$ cat src/rtl/ddr_burst_pkg.sv
package ddr_burst_pkg;

  localparam int ADDR_MAX_W = 16;

  // beats in a burst for a length code
  function automatic logic [3:0] beats_of(input logic [1:0] code);
    case (code)
      2'd0:    return 4'd2;
      2'd1:    return 4'd4;
      default: return 4'd8;
    endcase
  endfunction

  // low column bits that wrap inside the aligned block
  function automatic logic [2:0] wrap_mask(input logic [1:0] code);
    case (code)
      2'd0:    return 3'd1;
      2'd1:    return 3'd3;
      default: return 3'd7;
    endcase
  endfunction

  // next column of a burst: upper bits frozen, lower bits count modulo length
  function automatic logic [ADDR_MAX_W-1:0] wrap_next(input logic [ADDR_MAX_W-1:0] col,
                                                      input logic [1:0] code);
    logic [ADDR_MAX_W-1:0] m;
    m = {{(ADDR_MAX_W-3){1'b0}}, wrap_mask(code)};
    return (col & ~m) | ((col + 1'b1) & m);
  endfunction

endpackage

$ cat src/rtl/dbs_rd_issue.sv
module dbs_rd_issue
  import ddr_burst_pkg::*;
#(
  parameter int COL_W = 6,
  parameter int CLW   = 1
) (
  input  logic             clk,
  input  logic             rst_n,
  input  logic             rd_cmd,
  input  logic             wr_cmd,
  input  logic             bt_cmd,
  input  logic [COL_W-1:0] col_addr,
  input  logic [1:0]       bl_sel,
  input  logic [CLW-1:0]   cl_sel,
  output logic             beat_vld,
  output logic [COL_W-1:0] beat_addr,
  output logic [CLW-1:0]   beat_cl
);

  logic             act_q;
  logic [COL_W-1:0] addr_q;
  logic [2:0]       left_q;
  logic [1:0]       blc_q;
  logic [CLW-1:0]   cl_q;
  logic             cut_evt;

  // a terminate or a write ends issuing at this edge
  assign cut_evt = act_q && (bt_cmd || wr_cmd);

  always_ff @(posedge clk) begin
    if (!rst_n) begin
      act_q  <= 1'b0;
      addr_q <= '0;
      left_q <= '0;
      blc_q  <= '0;
      cl_q   <= '0;
    end else if (rd_cmd) begin
      act_q  <= 1'b1;
      addr_q <= col_addr;
      left_q <= 3'(beats_of(bl_sel) - 4'd1);
      blc_q  <= bl_sel;
      cl_q   <= cl_sel;
    end else if (cut_evt) begin
      act_q  <= 1'b0;
    end else if (act_q) begin
      if (left_q == 3'd0) begin
        act_q <= 1'b0;
      end else begin
        addr_q <= COL_W'(wrap_next(ADDR_MAX_W'(addr_q), blc_q));
        left_q <= left_q - 3'd1;
      end
    end
  end

  assign beat_vld  = act_q;
  assign beat_addr = addr_q;
  assign beat_cl   = cl_q;

endmodule

$ cat src/rtl/dbs_wr_accept.sv
module dbs_wr_accept
  import ddr_burst_pkg::*;
#(
  parameter int COL_W  = 6,
  parameter int DATA_W = 8
) (
  input  logic              clk,
  input  logic              rst_n,
  input  logic              wr_cmd,
  input  logic              rd_cmd,
  input  logic [COL_W-1:0]  col_addr,
  input  logic [1:0]        bl_sel,
  input  logic [DATA_W-1:0] wr_data,
  input  logic              wr_mask,
  output logic              wr_ready,
  output logic              mem_we,
  output logic [COL_W-1:0]  mem_waddr,
  output logic [DATA_W-1:0] mem_wdata
);

  logic             act_q;
  logic [COL_W-1:0] addr_q;
  logic [2:0]       left_q;
  logic [1:0]       blc_q;

  always_ff @(posedge clk) begin
    if (!rst_n) begin
      act_q  <= 1'b0;
      addr_q <= '0;
      left_q <= '0;
      blc_q  <= '0;
    end else if (rd_cmd) begin
      act_q  <= 1'b0;
    end else if (wr_cmd) begin
      act_q  <= 1'b1;
      addr_q <= col_addr;
      left_q <= 3'(beats_of(bl_sel) - 4'd1);
      blc_q  <= bl_sel;
    end else if (act_q) begin
      if (left_q == 3'd0) begin
        act_q <= 1'b0;
      end else begin
        addr_q <= COL_W'(wrap_next(ADDR_MAX_W'(addr_q), blc_q));
        left_q <= left_q - 3'd1;
      end
    end
  end

  // the slot advances even when the mask suppresses the store
  assign wr_ready  = act_q;
  assign mem_we    = act_q && !wr_mask;
  assign mem_waddr = addr_q;
  assign mem_wdata = wr_data;

endmodule

$ cat src/rtl/dbs_store.sv
module dbs_store #(
  parameter int COL_W  = 6,
  parameter int DATA_W = 8
) (
  input  logic              clk,
  input  logic              we,
  input  logic [COL_W-1:0]  waddr,
  input  logic [DATA_W-1:0] wdata,
  input  logic              re,
  input  logic [COL_W-1:0]  raddr,
  output logic [DATA_W-1:0] rdata
);

  localparam int DEPTH = 1 << COL_W;

  logic [DATA_W-1:0] mem [DEPTH];

  always_ff @(posedge clk) begin
    if (we) mem[waddr] <= wdata;
    if (re) rdata <= mem[raddr];
  end

endmodule

$ cat src/rtl/dbs_rd_align.sv
module dbs_rd_align #(
  parameter int DATA_W = 8,
  parameter int STAGES = 2,
  parameter int CLW    = 1
) (
  input  logic              clk,
  input  logic              rst_n,
  input  logic              beat_vld,
  input  logic [CLW-1:0]    beat_cl,
  input  logic [DATA_W-1:0] mem_rdata,
  output logic              out_vld,
  output logic [DATA_W-1:0] out_data
);

  // tags that travel beside the synchronous read
  logic           m_vld;
  logic [CLW-1:0] m_cl;

  logic [STAGES-1:0] st_vld;
  logic [CLW-1:0]    st_cl  [STAGES];
  logic [DATA_W-1:0] st_dat [STAGES];
  logic [STAGES-1:0] hit;

  always_ff @(posedge clk) begin
    if (!rst_n) begin
      m_vld <= 1'b0;
      m_cl  <= '0;
    end else begin
      m_vld <= beat_vld;
      m_cl  <= beat_cl;
    end
  end

  // stage j is the exit for latency code j
  for (genvar j = 0; j < STAGES; j++) begin : g_stage
    if (j == 0) begin : g_head
      always_ff @(posedge clk) begin
        if (!rst_n) begin
          st_vld[j] <= 1'b0;
          st_cl[j]  <= '0;
          st_dat[j] <= '0;
        end else begin
          st_vld[j] <= m_vld;
          st_cl[j]  <= m_cl;
          st_dat[j] <= mem_rdata;
        end
      end
    end else begin : g_tail
      always_ff @(posedge clk) begin
        if (!rst_n) begin
          st_vld[j] <= 1'b0;
          st_cl[j]  <= '0;
          st_dat[j] <= '0;
        end else begin
          st_vld[j] <= st_vld[j-1];
          st_cl[j]  <= st_cl[j-1];
          st_dat[j] <= st_dat[j-1];
        end
      end
    end
    assign hit[j] = st_vld[j] && (st_cl[j] == CLW'(j));
  end

  always_comb begin
    out_vld  = |hit;
    out_data = '0;
    for (int j = STAGES - 1; j >= 0; j--) begin
      if (hit[j]) out_data = st_dat[j];
    end
  end

endmodule

$ cat src/rtl/ddr_burst_seq.sv
module ddr_burst_seq
  import ddr_burst_pkg::*;
#(
  parameter int COL_W   = 6,
  parameter int DATA_W  = 8,
  parameter int CL_OPTS = 2
) (
  input  logic                   clk,
  input  logic                   rst_n,
  input  logic                   rd_cmd,
  input  logic                   wr_cmd,
  input  logic                   bt_cmd,
  input  logic [COL_W-1:0]       col_addr,
  input  logic [1:0]             bl_sel,
  input  logic [((CL_OPTS > 1) ? $clog2(CL_OPTS) : 1)-1:0] cl_sel,
  input  logic [DATA_W-1:0]      wr_data,
  input  logic                   wr_mask,
  output logic [DATA_W-1:0]      rd_data,
  output logic                   rd_valid,
  output logic                   wr_ready
);

  localparam int CLW = (CL_OPTS > 1) ? $clog2(CL_OPTS) : 1;

  // named internal events, also seen by the checker
  logic              rd_beat_vld;
  logic [COL_W-1:0]  rd_beat_addr;
  logic [CLW-1:0]    rd_beat_cl;
  logic              st_we;
  logic [COL_W-1:0]  st_waddr;
  logic [DATA_W-1:0] st_wdata;
  logic [DATA_W-1:0] st_rdata;

  dbs_rd_issue #(.COL_W(COL_W), .CLW(CLW)) u_issue (
    .clk       (clk),
    .rst_n     (rst_n),
    .rd_cmd    (rd_cmd),
    .wr_cmd    (wr_cmd),
    .bt_cmd    (bt_cmd),
    .col_addr  (col_addr),
    .bl_sel    (bl_sel),
    .cl_sel    (cl_sel),
    .beat_vld  (rd_beat_vld),
    .beat_addr (rd_beat_addr),
    .beat_cl   (rd_beat_cl)
  );

  dbs_wr_accept #(.COL_W(COL_W), .DATA_W(DATA_W)) u_wr (
    .clk       (clk),
    .rst_n     (rst_n),
    .wr_cmd    (wr_cmd),
    .rd_cmd    (rd_cmd),
    .col_addr  (col_addr),
    .bl_sel    (bl_sel),
    .wr_data   (wr_data),
    .wr_mask   (wr_mask),
    .wr_ready  (wr_ready),
    .mem_we    (st_we),
    .mem_waddr (st_waddr),
    .mem_wdata (st_wdata)
  );

  dbs_store #(.COL_W(COL_W), .DATA_W(DATA_W)) u_store (
    .clk   (clk),
    .we    (st_we),
    .waddr (st_waddr),
    .wdata (st_wdata),
    .re    (rd_beat_vld),
    .raddr (rd_beat_addr),
    .rdata (st_rdata)
  );

  dbs_rd_align #(.DATA_W(DATA_W), .STAGES(CL_OPTS), .CLW(CLW)) u_align (
    .clk       (clk),
    .rst_n     (rst_n),
    .beat_vld  (rd_beat_vld),
    .beat_cl   (rd_beat_cl),
    .mem_rdata (st_rdata),
    .out_vld   (rd_valid),
    .out_data  (rd_data)
  );

endmodule

$ cat config.mk
export PLATFORM = sky130hd
export DESIGN_NAME = ddr_burst_seq
export DESIGN_NICKNAME = d
export VERILOG_FILES = /design/src/rtl/ddr_burst_pkg.sv /design/src/rtl/dbs_rd_issue.sv /design/src/rtl/dbs_wr_accept.sv /design/src/rtl/dbs_store.sv /design/src/rtl/dbs_rd_align.sv /design/src/rtl/ddr_burst_seq.sv
export SDC_FILE = /design/constraint.sdc
export NUM_CORES = 1
export LEC_CHECK = 0
export BUFFER_PORTS_ARGS = -buffer_cell sky130_fd_sc_hd__buf_4
export CAP_MARGIN = 40
export CORE_MARGIN = 5
export CORE_UTILIZATION = 55
export CTS_CLUSTER_DIAMETER = 50
export CTS_CLUSTER_SIZE = 14
export DETAILED_ROUTE_END_ITERATION = 8
export GPL_TIMING_DRIVEN = 0
export PLACE_DENSITY = 0.71
export SYNTH_ARGS = -nofsm -noshare
export SYNTH_HDL_FRONTEND = slang
export SYNTH_SLANG_ARGS = --single-unit
$ cat constraint.sdc
create_clock -name clk -period 4.3 [get_ports clk]
set_input_delay 0.43 -clock clk [delete_from_list [all_inputs] [get_ports clk]]
set_output_delay 0.43 -clock clk [all_outputs]
set_load 0.02 [all_outputs]
* Word-level counts from Yosys, hierarchy flattened
Memory sizes are Yosys's and may differ from the RTL's. A register that Yosys moved wholly into a read port is not among the register bits.
Cells that the tools add are included.
** Word-level totals
- Register bits after elaboration :: 29
- Memories :: 3
- Bits in writable memories :: 530
- Logic and storage cells :: 110
- Output and inout port bits :: 10
** Operators by class
- Reductions and logical operators :: 18
- Equal/unequal tests :: 6
- Add/subtract/negate cells :: 6
- Multiplexer cells :: 49
- Bitwise operators :: 15
** Memory list
- u_store.mem :: words 64, bits a word 8, read ports 1, clocked after memory_dff 1, wr ports 1, RTL line dbs_store.sv:16 : logic [DATA_W-1:0] mem [DEPTH];
- u_align.st_dat :: words 2, bits a word 8, read ports 2, clocked after memory_dff 0, wr ports 2, RTL line dbs_rd_align.sv:21 : logic [DATA_W-1:0] st_dat [STAGES];
- u_align.st_cl :: words 2, bits a word 1, read ports 2, clocked after memory_dff 0, wr ports 2, RTL line dbs_rd_align.sv:20 : logic [CLW-1:0] st_cl [STAGES];
** Operator list (count)
- $mux 3 :: 22
- $mux 6 :: 7
- $mux 8 :: 4
- $pmux 3 s2 :: 3
- $mux 1 :: 13
- $add 6x1->6 const B :: 2
- $and 6x3->6 :: 2
- $and 6x6->6 :: 2
- $not 3->6 :: 2
- $or 6x6->6 :: 2
- $sub 3x1->3 const B :: 4
- $eq 2x1->1 const B :: 3
- $logic_not 2->1 :: 3
- $logic_not 3->1 :: 2
- $ne 2x2->1 const B :: 3
- $reduce_and 3->1 :: 2
- $logic_and 1x1->1 :: 4
- $or 1x1->1 :: 4
- $reduce_bool 2->1 :: 2
- $reduce_or 2->1 :: 2
- $not 1->1 :: 3
- $reduce_and 2->1 :: 1
- $logic_not 1->1 :: 1
- $logic_or 1x1->1 :: 1

* Longest topological paths before layout
- Word-level depth :: 14
- Gate-level depth with buffers :: 9
- Gate-level depth less buffers :: 7

* Hierarchy
From an unflattened synthesis, not the netlist that was laid out.
** Unflattened totals
- Cell total of the unflattened synthesis :: 1150
- Area, all modules :: 22332.7 µm²
** By module, submodules not included
- dbs_store :: cells each 940, area an instance 20246.9 µm², times used 1
- dbs_rd_align :: cells each 66, area an instance 788.3 µm², times used 1
- dbs_wr_accept :: cells each 77, area an instance 660.6 µm², times used 1
- dbs_rd_issue :: cells each 67, area an instance 636.9 µm², times used 1

* Least setup slack after synthesis
OpenSTA, ideal clock, no wires.
- Kind :: register to register
- Start :: register u_issue.addr_q[0] (netlist: u_issue.beat_addr[0])
- End :: register u_store.rdata[1], read port of u_store.mem (data pin)
- Arrival time :: 1.781 ns
- Slack :: 2.256 ns
- Library setup time :: 0.264 ns
- Cell stages (with the launch flop) :: 10
- Data required time :: 4.036 ns
- Cells stage by stage :: dfxtp_1 > buf_6 > buf_12 > buf_8 > buf_8 > mux4_2 > o22ai_1 > a211oi_1 > o211ai_1 > o31ai_1
** RTL lines
- start, declared :: RTL line dbs_rd_issue.sv:21 : logic [COL_W-1:0] addr_q;
- start signal, assigned :: RTL line dbs_rd_issue.sv:39 : addr_q <= col_addr;
- start signal, assigned :: RTL line dbs_rd_issue.sv:49 : addr_q <= COL_W'(wrap_next(ADDR_MAX_W'(addr_q), blc_q));
- end, declared :: RTL line dbs_store.sv:11 : output logic [DATA_W-1:0] rdata

==> reports/qor.csv <==
stage,metric,value,unit
setup_path,flop-to-flop setup slack,1.47,ns
timing,RSZ-0062 raised after global routing,false,
timing,"Hold Violations, Final",0,
clock_tree,clock sinks,567,
setup_path,CP max stage cell,clkbuf_1,
finish,"commonest non-fill, non-tap cell in the layout",edfxtp_1,
setup_path,Worst R2R Path Depth,7,
finish,ant diodes,0,
placed_design,pre-CTS WS,1.537,ns
floorplanning,Die ar.,0.04419,mm^2
finish,P&R area growth vs syn,10.32,%
finish,fill count,2745,
clock_tree,postcts setup bufs,0,
timing,setup ws final,1.473,ns
yosys,ranking of synthesized cells by area,"edfxtp_1, mux4_2, dfxtp_1",
route,Via density,6.263,
yosys,Async SR Flop Fraction,0,%
yosys,Post-synth EDFFs,520,
global_routing,grt ovf,0,
hold_path,hold depth,3,
route,Vias,10720,
pwr,Leak Pwr,7.597,nW
global_routing,vias in the first global route,10700,
route,Routed Antenna Nets,0,
yosys,syn nets,1105,
yosys,Synth warnings,0,
clock_tree,CTS Buf Count,48,
global_routing,initial antenna violation count,0,
yosys,post-synthesis cell area,0.02205,mm^2
placed_design,routability cong.,0.8414,
yosys,Yosys top cell area share,70.82,%
finish,share of post-route cells with drive strength above 1,21.48,%
yosys,"Seq/Total Area, Yosys",75.09,%
clock_tree,# hold bufs at CTS,0,
pwr,Gate power share,6.2,%
floorplanning,Die W,210.2,um
pwr,register share of total power,56.4,%
clock_tree,CTS tree,built,
setup_path,startpoint types,register,
setup_path,CP Class,register to register,
placed_design,HPWL Detailed,30250,um
pwr,sw frac,21.13,%
yosys,post-synthesis instance total,1076,
status,status,completed,
yosys,Synth Register Bits,567,
timing,Slew headroom,40.12,%
placed_design,port buffer count,31,
finish,layout net count,1186,
setup_path,Crit. End Element,register,
timing,"Slew Viols, Final",0,
timing,Slew @ Worst Pin,0.8982,ns
yosys,Netlist cell types,47,
pwr,Net Switching,2.272,mW
run,max cap viols,0,
clock_tree,Root Driver,clkbuf_16,
setup_path,biggest cell delay along the critical path,0.72,ns
timing,setup tns final,0,ns
floorplanning,Rows,73,
timing,final worst path period share,65.74,%
global_routing,largest net degree at the start of global routing,65,
finish,"commonest non-fill, non-tap cells in the layout","edfxtp_1, mux4_2, nor2_1",
floorplanning,die span in y,210.2,um
clock_tree,post-CTS sizing,0,
clock_tree,Bufs on Longest Clock Path,3,
global_routing,GRT Util Overall,21.74,%
clock_tree,clock transition at the registers of the reported paths,0.06,ns
pwr,Int Pwr,8.482,mW
setup_path,CP max FO,10,
route,drt wl/cell,27.81,um
global_routing,first-pass GRT wire length,70510,um
pwr,clock network fraction of total power,37.5,%
hold_path,HP Class,input pin to register,
floorplanning,I/O pins,33,
yosys,Mean Syn Cell Area,20.49,um^2
timing,final setup vio count,0,
route,1st-iter DRT viols,1336,
clock_tree,H-Tree Depth,2,
pwr,worst vdd ir,0.2722,mV
route,DRC viols,0,
setup_path,WP data required,4.61,ns
floorplanning,Initial Util,55.49,%
yosys,"Top FF cell, synth",edfxtp_1,
floorplanning,core area,0.03973,mm^2
setup_path,Critical Path Sink,u_store.rdata[6]$_DFFE_PP_,
pwr,PwrDens,442.1,mW/mm^2
timing,FMAX,353.8,MHz
clock_tree,"Clk Latency, worst-skew pair",0.58,ns
route,Total Wirelength,47610,um
yosys,post-synth top area cell,edfxtp_1,
setup_path,Critical Path AT,3.13,ns
setup_path,terminus of the critical flop-to-flop path,u_store.rdata[6]$_DFFE_PP_,
setup_path,cell chain of the critical path,buf_2 > clkbuf_1 > mux4_2 > o22ai_1 > a211oi_1 > o211ai_1 > o31ai_1,
route,Pre-antenna DRT Iters,6,
timing,minimum clock period after layout,2.827,ns
timing,Layout Skew,0.01372,ns
==> power by group through the flow <==
stage | logic, mW | registers, mW | clock network [mW]
after CTS | 0.665 | 6.06 | 4.10
final | 0.662 | 6.06 | 4.03
after floorplan | 0.398 | 6.18 | 0
after detailed placement | 0.664 | 6.18 | 0
after global placement | 0.653 | 6.18 | 0
after global routing | 0.702 | 6.06 | 4.31
==> metrics by stage <==
stage               std cells  instance area [um^2]  hold slack, ns  util, %  total power [mW]
CTS                      1712                 24320         0.07461    61.22             10.82
global route             1712                 24320         0.08950    61.22             11.07
finish                   1712                 24320          0.1024    61.22             10.75
floorplan                1076                 22050          0.4057        -             6.577
detailed placement       1632                 22940          0.4179    57.73             6.847
global placement         1632                 22940          0.4171    57.73             6.835
==> routing by layer <==
metal	vias up	routed length (um)	GRT usage [%]
li1	4562	-	-
met1	5591	20390	32.87
met2	481	22110	33.14
met3	89	3724	4.063
met4	0	1386	6.481
met5	-	0	0
==> Yosys cell counts, types with 2 or more instances <==
library cell and n:
a211oi_1 8, a21oi_1 8, a22o_1 9, a311oi_1 2, and2_1 22, buf_12 3
buf_2 11, buf_4 12, buf_6 9, buf_8 4, clkbuf_1 16, dfxtp_1 47
edfxtp_1 520, ha_1 6, inv_1 8, mux2_2 7, mux2i_1 34, mux4_1 16
mux4_2 120, nand2_1 25, nand2b_1 4, nand3_1 7, nand3b_1 6, nor2_1 95
nor2b_1 5, o211a_1 2, o211ai_1 8, o21ai_0 7, o21ai_1 7, o22ai_1 21
o31ai_1 7, or3_1 2, or3b_2 2, xnor2_1 3
==> state kept, by name (all words and copies together) (netlist names), 3 cells and up, named ones only <==
name / count
u_store.mem: 512
u_align.st_dat: 16
u_store.rdata: 8
u_issue.beat_addr: 4
u_wr.left_q: 3
u_wr.mem_waddr: 4
u_issue.left_q: 3
==> worst min-delay path by stage <==
stage / end / slack (ns) / from
floorplan: u_align.st_cl[0]$_DFF_P_ / 0.41 / u_align.m_cl$_SDFF_PN0_
global placement: u_align.st_vld[0]$_SDFF_PN0_ / 0.42 / u_align.m_vld$_SDFF_PN0_
detailed placement: u_align.st_cl[0]$_DFF_P_ / 0.42 / u_align.m_cl$_SDFF_PN0_
CTS: u_issue.beat_cl$_SDFFE_PN0P_ / 0.07 / cl_sel
global route: u_issue.beat_cl$_SDFFE_PN0P_ / 0.09 / cl_sel
finish: u_issue.beat_cl$_SDFFE_PN0P_ / 0.10 / cl_sel
==> worst max-delay path, delay by kind of cell (launching register included) <==
family          cells  cell delay (ns)
buf+inv             2             1.07
compound gates      4             0.73
mux                 1             0.44
flops               1             0.31
==> kinds of logic (layout without fill, tap and decap cells) <==
| family | after synthesis | in the layout | share of synthesized area, % |
|---|---|---|---|
| flip-flops | 567 | 567 | 75.09 |
| buffers and inverters | 64 | 175 | 2.088 |
| adder cells (fa/ha/maj) | 6 | 6 | 0.3405 |
| AND/OR/NAND/NOR | 174 | 174 | 3.649 |
| AO/OA/AOI/OAI | 84 | 84 | 2.610 |
| multiplexers | 177 | 177 | 16.07 |
| XOR/XNOR | 4 | 4 | 0.1589 |
==> final cells by class <==
| class | count | area, um^2 | share of cell area (%) |
|---|---|---|---|
| timing repair buffer | 31 | 232.7 | 0.9567 |
| buffer | 56 | 430.4 | 1.769 |
| multi-input combinational | 445 | 5032 | 20.69 |
| inverter | 8 | 30.03 | 0.1235 |
| sequential | 567 | 16560 | 68.06 |
| clock inverter | 7 | 70.07 | 0.2881 |
| tap | 525 | 656.9 | 2.700 |
| clock buffer | 73 | 1316 | 5.411 |
Note: power is estimated with default switching activity, not from simulation.
